## src/rtl/adc_seq_pkg.sv

```systemverilog
package adc_seq_pkg;

  typedef enum logic [1:0] {
    PH_IDLE   = 2'd0,
    PH_SAMPLE = 2'd1,
    PH_CONV   = 2'd2,
    PH_WRES   = 2'd3
  } phase_e;

  localparam int ADDR_W = 2;
  localparam logic [ADDR_W-1:0] REG_CTRL = 2'd0;
  localparam logic [ADDR_W-1:0] REG_RHI  = 2'd1;
  localparam logic [ADDR_W-1:0] REG_RLO  = 2'd2;

  localparam int CTRL_CONT = 0;
  localparam int CTRL_BUSY = 1;
  localparam int CTRL_IRQ  = 2;

  localparam int SAR_MAX_W = 16;

  // One approximation step: drop the bit under test unless the comparator
  // keeps it, then place the next lower trial bit.
  function automatic logic [SAR_MAX_W-1:0] sar_next(
    input logic [SAR_MAX_W-1:0] trial,
    input logic [SAR_MAX_W-1:0] mask,
    input logic                 keep
  );
    logic [SAR_MAX_W-1:0] t;
    t = keep ? trial : (trial & ~mask);
    return t | (mask >> 1);
  endfunction

endpackage

```

## src/rtl/adc_sar_core.sv

```systemverilog
module adc_sar_core
  import adc_seq_pkg::*;
#(
  parameter int RES_W = 10
) (
  input  logic             clk,
  input  logic             rst_n,
  input  logic             load,
  input  logic             step,
  input  logic             cmp_in,
  output logic [RES_W-1:0] trial,
  output logic             last_bit,
  output logic [RES_W-1:0] result_d
);

  localparam logic [RES_W-1:0] MSB = {1'b1, {(RES_W-1){1'b0}}};

  logic [RES_W-1:0] trial_q;
  logic [RES_W-1:0] mask_q;

  assign result_d = RES_W'(sar_next(SAR_MAX_W'(trial_q), SAR_MAX_W'(mask_q), cmp_in));
  assign last_bit = mask_q[0];
  assign trial    = trial_q;

  always_ff @(posedge clk or negedge rst_n) begin
    if (!rst_n) begin
      trial_q <= '0;
      mask_q  <= '0;
    end else if (load) begin
      trial_q <= MSB;
      mask_q  <= MSB;
    end else if (step) begin
      trial_q <= result_d;
      mask_q  <= mask_q >> 1;
    end
  end

endmodule

```

## src/rtl/adc_seq_fsm.sv

```systemverilog
module adc_seq_fsm
  import adc_seq_pkg::*;
#(
  parameter int SAMPLE_CYC = 2
) (
  input  logic   clk,
  input  logic   rst_n,
  input  logic   mc_stb,
  input  logic   start_req,
  input  logic   cont,
  input  logic   conv_last,
  output phase_e phase,
  output logic   sar_load,
  output logic   sar_step,
  output logic   wres_enter,
  output logic   start_take
);

  localparam int CNT_W = $clog2(SAMPLE_CYC + 1);
  localparam logic [CNT_W-1:0] CNT_LAST = CNT_W'(SAMPLE_CYC - 1);

  phase_e           ph_q, ph_d;
  logic [CNT_W-1:0] cnt_q;

  always_comb begin
    ph_d       = ph_q;
    sar_load   = 1'b0;
    sar_step   = 1'b0;
    wres_enter = 1'b0;
    start_take = 1'b0;
    if (mc_stb) begin
      unique case (ph_q)
        PH_IDLE: if (start_req) begin
          ph_d       = PH_SAMPLE;
          start_take = 1'b1;
        end
        PH_SAMPLE: if (cnt_q == CNT_LAST) begin
          ph_d     = PH_CONV;
          sar_load = 1'b1;
        end
        PH_CONV: begin
          sar_step = 1'b1;
          if (conv_last) begin
            ph_d       = PH_WRES;
            wres_enter = 1'b1;
          end
        end
        PH_WRES: begin
          if (cont || start_req) begin
            ph_d       = PH_SAMPLE;
            start_take = 1'b1;
          end else begin
            ph_d = PH_IDLE;
          end
        end
        default: ph_d = PH_IDLE;
      endcase
    end
  end

  always_ff @(posedge clk or negedge rst_n) begin
    if (!rst_n) begin
      ph_q  <= PH_IDLE;
      cnt_q <= '0;
    end else begin
      ph_q <= ph_d;
      if (start_take)
        cnt_q <= '0;
      else if (mc_stb && ph_q == PH_SAMPLE)
        cnt_q <= cnt_q + 1'b1;
    end
  end

  assign phase = ph_q;

endmodule

```

## src/rtl/adc_seq_regs.sv

```systemverilog
module adc_seq_regs
  import adc_seq_pkg::*;
#(
  parameter int RES_W = 10
) (
  input  logic              clk,
  input  logic              rst_n,
  input  logic              wr_en,
  input  logic [ADDR_W-1:0] addr,
  input  logic [7:0]        wdata,
  input  logic              busy,
  input  logic              wres_enter,
  input  logic              start_take,
  input  logic [RES_W-1:0]  result_d,
  output logic [7:0]        rdata,
  output logic              cont,
  output logic              start_req,
  output logic              irq
);

  localparam int LOW_W = RES_W - 8;

  logic [RES_W-1:0] res_q;
  logic             wr_ctrl, wr_go;
  logic [7:0]       lo_view;

  assign wr_ctrl = wr_en && (addr == REG_CTRL);
  assign wr_go   = wr_en && (addr == REG_RLO);
  assign lo_view = 8'(res_q[LOW_W-1:0]) << (8 - LOW_W);

  always_ff @(posedge clk or negedge rst_n) begin
    if (!rst_n) begin
      res_q     <= '0;
      cont      <= 1'b0;
      start_req <= 1'b0;
      irq       <= 1'b0;
    end else begin
      if (wres_enter) res_q <= result_d;
      if (wr_ctrl) cont <= wdata[CTRL_CONT];
      if (start_take)
        start_req <= 1'b0;
      else if (wr_go && !busy)
        start_req <= 1'b1;
      if (wres_enter)
        irq <= 1'b1;
      else if (wr_ctrl && !wdata[CTRL_IRQ])
        irq <= 1'b0;
    end
  end

  always_comb begin
    unique case (addr)
      REG_CTRL: rdata = {5'b0, irq, busy, cont};
      REG_RHI:  rdata = res_q[RES_W-1 -: 8];
      REG_RLO:  rdata = lo_view;
      default:  rdata = 8'h00;
    endcase
  end

endmodule

```

## src/rtl/adc_seq_ctrl.sv

```systemverilog
module adc_seq_ctrl
  import adc_seq_pkg::*;
#(
  parameter int RES_W      = 10,
  parameter int SAMPLE_CYC = 2
) (
  input  logic             clk,
  input  logic             rst_n,
  input  logic             mc_stb,
  input  logic             wr_en,
  input  logic [1:0]       addr,
  input  logic [7:0]       wdata,
  output logic [7:0]       rdata,
  input  logic             cmp_in,
  output logic [RES_W-1:0] dac_code,
  output logic             sample_o,
  output logic             busy_o,
  output logic             irq_o
);

  phase_e           phase;
  logic             sar_load, sar_step, wres_evt, start_take;
  logic             conv_last, cont, start_req;
  logic [RES_W-1:0] result_d;

  assign busy_o   = (phase == PH_SAMPLE) || (phase == PH_CONV);
  assign sample_o = (phase == PH_SAMPLE);

  adc_seq_fsm #(.SAMPLE_CYC(SAMPLE_CYC)) fsm_i (
    .clk        (clk),
    .rst_n      (rst_n),
    .mc_stb     (mc_stb),
    .start_req  (start_req),
    .cont       (cont),
    .conv_last  (conv_last),
    .phase      (phase),
    .sar_load   (sar_load),
    .sar_step   (sar_step),
    .wres_enter (wres_evt),
    .start_take (start_take)
  );

  adc_sar_core #(.RES_W(RES_W)) sar_i (
    .clk      (clk),
    .rst_n    (rst_n),
    .load     (sar_load),
    .step     (sar_step),
    .cmp_in   (cmp_in),
    .trial    (dac_code),
    .last_bit (conv_last),
    .result_d (result_d)
  );

  adc_seq_regs #(.RES_W(RES_W)) regs_i (
    .clk        (clk),
    .rst_n      (rst_n),
    .wr_en      (wr_en),
    .addr       (addr),
    .wdata      (wdata),
    .busy       (busy_o),
    .wres_enter (wres_evt),
    .start_take (start_take),
    .result_d   (result_d),
    .rdata      (rdata),
    .cont       (cont),
    .start_req  (start_req),
    .irq        (irq_o)
  );

endmodule

```

## config.mk

```make
export PLATFORM = sky130hd
export DESIGN_NAME = adc_seq_ctrl
export DESIGN_NICKNAME = d
export VERILOG_FILES = /design/src/rtl/adc_seq_pkg.sv /design/src/rtl/adc_sar_core.sv /design/src/rtl/adc_seq_fsm.sv /design/src/rtl/adc_seq_regs.sv /design/src/rtl/adc_seq_ctrl.sv
export SDC_FILE = /design/constraint.sdc
export NUM_CORES = 1
export LEC_CHECK = 0
export BUFFER_PORTS_ARGS = -buffer_cell sky130_fd_sc_hd__buf_2
export CAP_MARGIN = 0
export CORE_ASPECT_RATIO = 2
export CORE_MARGIN = 2
export CORE_UTILIZATION = 44
export CTS_BUF_LIST = sky130_fd_sc_hd__clkbuf_8
export DETAILED_ROUTE_END_ITERATION = 8
export PLACE_DENSITY_LB_ADDON = 0.15
export SLEW_MARGIN = 20
export SYNTH_ARGS = -nofsm -noshare
export SYNTH_HDL_FRONTEND = slang
export SYNTH_SLANG_ARGS = --single-unit
```

## constraint.sdc

```tcl
create_clock -name clk -period 1.8 [get_ports clk]
set_input_delay 0.09 -clock clk [delete_from_list [all_inputs] [get_ports clk]]
set_output_delay 0.09 -clock clk [all_outputs]
set_load 0.02 [all_outputs]
```

==> results of run 1 <==
==> stage by stage <==
step	instances	hold WS (ps)	instance area, µm²	power [µW]
global placement	254	218	2030	2510
detailed placement	254	233	2030	2560
global route	264	27.5	2170	3550
floorplan	176	-206	1840	2180
CTS	263	28.4	2160	3320
finish	264	32.3	2170	3310
==> sequential cells by signal, summed over array words and instances, names as in the netlist <==
| name | count |
|---|---|
| regs_i.res_q | 10 |
| sar_i.trial | 10 |
| regs_i.irq | 1 |
| regs_i.start_req | 1 |
| sar_i.mask_q | 10 |
| fsm_i.cnt_q | 2 |
| regs_i.cont | 1 |
| fsm_i.phase | 2 |
==> layout make-up <==
| cell class | instances | area [µm²] | area share [%] |
|---|---|---|---|
| Timing Repair Buffer | 34 | 185 | 8.53 |
| Clock buffer | 6 | 82.6 | 3.80 |
| Tap cell | 52 | 65.1 | 3.00 |
| Clock inverter | 2 | 33.8 | 1.56 |
| Multi-Input combinational cell | 128 | 861 | 39.6 |
| Sequential cell | 37 | 926 | 42.6 |
| Inverter | 5 | 18.8 | 0.864 |
==> layer usage <==
metal  vias to the layer above  track usage (%)
li1                        687                -
met2                        36             30.1
met4                         0             6.94
met3                         8             2.98
met1                       685             21.8
met5                         -                0
==> worst register-to-register path, delay by kind of cell (launching register included) <==
kind                       cells  cell delay (ps)
buffers and inverters          1              130
DFF                            1              430
and+or+nand+nor                2              540
AOI/OAI and AO/OA              2              290
adders and majority gates      1              220
==> how the worst min path moves through the flow <==
stage,startpoint,endpoint,slack (ps),depth (start not counted)
detailed placement,rst_n,fsm_i.cnt_q[0],230,1
global placement,rst_n,fsm_i.cnt_q[0],220,1
finish,wdata[2],regs_i.irq,30,3
global route,wdata[0],regs_i.cont,30,2
CTS,wdata[2],regs_i.irq,30,3
floorplan,rst_n,fsm_i.cnt_q[0],-210,0
==> cell usage in the layout, fill, tap and decap left out, types with 4 or more instances in the layout <==
cell and n:
a21oi_1 7, a22o_1 11, a22o_2 9, buf_2 29
buf_4 4, clkbuf_8 6, dfrtp_1 37, ha_1 6
inv_1 6, nand2_1 20, nand2b_1 9, nor2_1 11
nor2b_1 10, o21ai_0 16
==> power by group through the flow <==
| stage | clock network [µW] | logic, µW | registers, µW |
|---|---|---|---|
| finish | 733 | 1290 | 1280 |
| global placement | 0 | 1230 | 1270 |
| CTS | 755 | 1280 | 1280 |
| global route | 790 | 1440 | 1320 |
| detailed placement | 0 | 1270 | 1290 |
| floorplan | 0 | 842 | 1340 |
==> cell families (layout without fill, tap and decap cells) <==
family,after synthesis,after routing,synth area share (%)
flops,37,37,50.2
fa+ha+maj,6,6,4.07
mux,5,5,2.85
xor+xnor,1,1,0.475
simple gates,59,60,16.1
compound gates,56,56,22.5
buf+inv,12,47,3.73
==> what timing repair did <==
| action | 4_1_cts | 5_1_grt |
|---|---|---|
| hold buffers | 1 | 0 |
| gates resized for setup | 0 | 1 |
| buffers inserted | 0 | 0 |
| setup endpoints to repair | 0 | 9 |
| hold endpoints to repair | 37 | 0 |
==> metrics.yaml, run 1 <==
yosys:
  ys_seq_elements: 37
  synth_top_area_share_pct: 50.2
  ys_seq_area_share_pct: 50.2
  synth_top_area_cell: "dfrtp_1"
  synth_nets: 197
  syn_area_mm2: 0.00184
  syn-instance-count: 176
  async_flop_share_pct: 100
  synth.most_common_cell: "dfrtp_1"
  yosys_warnings: 0
  ys_types: 33
  ys.flop_type: "dfrtp_1"
  ys_top_cells_by_count: "dfrtp_1 (37), nand2_1 (20), o21ai_0 (16)"
  synth_area_per_cell_um2: 10.5
  synth_area_leaders: "dfrtp_1 (50%), a22o_1 (5.2%), a22o_2 (4.9%)"
  synth_edf_count: 0
floorplanning:
  rows: 33
  fp.dieW_um: 49.8
  coreArea_mm2: 0.00405
  ios: 36
  die-height_um: 95.6
  die-area_mm2: 0.00476
  initial_utilization_pct: 45.6
timing:
  rsz0062_at_grt: "no"
  fmax_mhz: 599
  setup_viol: 0
  maxSlewViolCount: 0
  fin_crit_ps: 1670
  setup_ws_ps: 131
  final_hold_viol_count: 0
  setup_tns_ps: 0
  relSlewSlack_pct: 45.8
  finalCritPeriodShare_pct: 92.7
  worst_pin_slew_ps: 813
  clock-skew-final_ps: 6.62
drt:
  num_vias: 1416
  drc_errors: 0
  wire_per_inst_um: 15.0
  drtIter0Drc: 37
  wirelength_um: 3950
  wl_met3_um: 132
  wl_met2_um: 2080
  via_per_inst: 5.36
  top_layer: "met4"
  drt-met1-wl_um: 1640
  firstDrtPassIters: 4
  ant_nets: 0
global_route:
  first_global_vias: 1386
  grt_max_degree: 38
  grt_overflow: 0
  grt_pass1_wl_um: 6440
  antenna_found_initial: 0
  grt_usage_pct: 17.6
setup_path:
  critPathMaxStageDelay_ps: 430
  slowest_stage: "dfrtp_1"
  startpoint_type: "register"
  critPathCaptureType: "register"
  cp.depth: 6
  reg2reg_from: "fsm_i.phase[0]"
  critPathLaunch: "fsm_i.phase[0]"
  cp-endpoint: "sar_i.trial[5]"
  path_max_fanout: 12
  cp_data_required_time_ps: 2020
  reg2reg_slack_ps: 130
  cp.arrival_ps: 1890
  cp_cell_sequence: "inv_1, ha_1, nand2_1, nor2_4, a21o_2, a22o_1"
  worst-path-buf-inv: 1
  worstSetupPathType: "reg2reg"
  path_delay_family: "simple AND/OR/NAND/NOR gates"
  rr_worst_depth: 6
  r2r-end: "sar_i.trial[5]"
placement:
  hpwlAfterDp_um: 2720
  port_buffers: 29
  place.gp.congestion: 0.760
  preCtsSetupSlack_ps: 84.0
pwr:
  peakVddDrop_mv: 0.745
  p_switching_uw: 1250
  p_int_uw: 2060
  leakage_uw: 0.00107
  sequentialPowerShare_pct: 38.7
  power.share.combinational_pct: 39.1
  clkPwrFrac_pct: 22.2
  switching_share_pct: 37.8
  p_per_area_mw_per_mm2: 1520
clock_tree:
  cts.path.max_buffers: 2
  numCtsBuffers: 5
  cts_tree: "yes"
  cts.root.buffer_cell: "clkbuf_8"
  clkTransAtPathRegs_ps: 80
  htreeDepth: 2
  clock_latency_ps: 280
  cts.sinks: 37
finish:
  diodes: 0
  fin_nets: 232
  fillers: 410
  area_growth_pct: 17.8
  final_layout_size_suffix_gt1_share_pct: 27.4
  final_util_pct: 53.7
min_path:
  hold_path.class: "in2reg"
flow_run:
  maxCapViolCount: 0
outcome:
  status: "finished clean"
Power figures use the tool's default switching activity.
==> run 2: changes to the inputs <==
--- a/config.mk
+++ b/config.mk
@@ -12,7 +12,7 @@
 export CORE_UTILIZATION = 44
 export CTS_BUF_LIST = sky130_fd_sc_hd__clkbuf_8
 export DETAILED_ROUTE_END_ITERATION = 8
-export PLACE_DENSITY_LB_ADDON = 0.15
+export PLACE_DENSITY_LB_ADDON = 0.05
 export SLEW_MARGIN = 20
 export SYNTH_ARGS = -nofsm -noshare
 export SYNTH_HDL_FRONTEND = slang
==> metrics.yaml, run 2 (same netlist as run 1, synthesis figures left out) <==
outcome:
  status: "finished clean"
timing:
  setup_viol: 0  # unchanged
  relSlewSlack_pct: 45.9  # +0.080 points
  finalCritPeriodShare_pct: 91.8  # -0.91 points
  clock-skew-final_ps: 4.68  # -1.94 ps
  worst_pin_slew_ps: 812  # -1.20 ps
  fin_crit_ps: 1650  # -16.3 ps
  hold_slack_ps: 23.5  # -8.84 ps
  final_hold_viol_count: 0  # unchanged
  fmax_mhz: 605  # +0.99%
  maxSlewViolCount: 0  # unchanged
  setup_tns_ps: 0  # unchanged
  rsz0062_at_grt: "no"
global_route:
  grt_pass1_wl_um: 6870  # +6.6%
  first_global_vias: 1442  # +4.0%
  grt_max_degree: 38  # unchanged
  grt_overflow: 0  # unchanged
  grt_usage_pct: 19.0  # +1.4 points
  antenna_found_initial: 0  # unchanged
setup_path:
  worstSetupPathType: "reg2reg"
  critPathCaptureType: "register"
  cp_data_required_time_ps: 2030  # about the same
  startpoint_type: "register"
  cp.arrival_ps: 1880  # about the same
  path_max_fanout: 16  # +4
min_path:
  hold_path.class: "in2reg"
finish:
  final_cell_mix: "dfrtp_1 (37), buf_2 (29), nand2_1 (20)"
  final_layout_size_suffix_gt1_share_pct: 28.8  # +1.5 points
  final_common_cell: "dfrtp_1"
  multi_input_area_um2: 850  # -1.3%
  fin_nets: 235  # +1.3%
  diodes: 0  # unchanged
  finalInstanceArea_mm2: 0.00217  # about the same
  fillers: 419  # +2.2%
  seq_area_um2: 926  # unchanged
  area_growth_pct: 17.7  # about the same
drt:
  firstDrtPassIters: 4  # unchanged
  drc_errors: 0  # unchanged
  wirelength_um: 3920  # -0.94%
  via_per_inst: 5.20  # -3.1%
  num_vias: 1388  # -2.0%
  wire_per_inst_um: 14.7  # -2.0%
  drtIter0Drc: 19  # -49%
  ant_nets: 0  # unchanged
clock_tree:
  clkTransAtPathRegs_ps: 70  # about the same
  ctsResizeCount: 0  # unchanged
  numCtsBuffers: 5  # unchanged
  cts.root.buffer_cell: "clkbuf_8"
  cts_tree: "yes"
  htreeDepth: 2  # unchanged
  cts.path.max_buffers: 2  # unchanged
  clock_latency_ps: 290  # about the same
  cts.sinks: 37  # unchanged
floorplanning:
  ios: 36  # unchanged
  initial_utilization_pct: 45.6  # unchanged
  rows: 33  # unchanged
  fp.dieW_um: 49.8  # unchanged
  die-height_um: 95.6  # unchanged
  coreArea_mm2: 0.00405  # unchanged
  die-area_mm2: 0.00476  # unchanged
pwr:
  leakage_uw: 0.00108  # +0.74%
  power.total_uw: 3190  # -3.4%
  peakVddDrop_mv: 0.757  # +1.5%
  p_per_area_mw_per_mm2: 1470  # -3.4%
placement:
  port_buffers: 29  # unchanged
  hpwlAfterDp_um: 2880  # +5.7%
  placed_cell_area_mm2: 0.00206  # +1.1%
  place.gp.congestion: 0.728  # -4.2%
flow_run:
  maxCapViolCount: 0  # unchanged
## run 2: cell types whose count changed in the layout (fill, tap and decap cells not counted), sizes merged
| cell | delta |
|---|---|
| buf | +4 |
| bufinv | -1 |
| clkinv | +2 |
| inv | -1 |
| nor2 | -1 |
## run 2: path summary, 6_finish.rpt
check,start,cells after the start,end,slack (ps)
worst max register to register,fsm_i.phase[1],6,sar_i.trial[3],150
max in group asynchronous,rst_n,2,regs_i.irq,860
worst min-delay path,wdata[2],3,regs_i.irq,20
min in group asynchronous,rst_n,2,fsm_i.phase[0],430
worst min register to register,regs_i.res_q[9],2,regs_i.res_q[9],490
worst max-delay path,fsm_i.phase[1],6,sar_i.trial[3],150
## run 2: what timing repair did
action,CTS,global route
endpoints found under the hold margin,37,0
setup endpoints to repair,0,1
hold buffers,1,0
setup buffers,0,1
## run 2: stage by stage
stage | util, % | worst slack (ps) | std cells
floorplan | - | 88.9 | 176
global placement | 50.8 | 184 | 257
detailed placement | 50.8 | 122 | 257
CTS | 53.5 | 116 | 266
global route | 53.6 | 15.8 | 267
finish | 53.6 | 147 | 267
## run 2: metal layers
metal  GRT usage, %  vias to the layer above  wire (µm)
li1               -                      699          -
met1           23.0                      651       1650
met2           33.3                       32       2060
met3           3.45                        6        137
met4           6.94                        0         69
met5              0                        -          0
## run 2: where the power goes
| part | switching (µW) | leakage, µW | internal, µW | total, µW |
|---|---|---|---|---|
| Combinational | 721 | 0.000530 | 581 | 1300 |
| Clock | 302 | 0.0000512 | 310 | 612 |
| Sequential | 225 | 0.000498 | 1050 | 1280 |
## run 2: critical path, cell delays in order (launching register included)
cell and delay, ps:
dfrtp_1 410, inv_1 100, ha_1 220, and2_4 190, nor2_4 320, buf_4 210, a22o_1 150
## run 2: cell type report
type	count	share of cell area [%]
clock buffer	6	3.80
clock inverter	2	0.634
inverter	5	0.865
multi-input combinational	127	39.1
sequential	37	42.7
timing repair buffer	38	9.91
tap	52	3.00
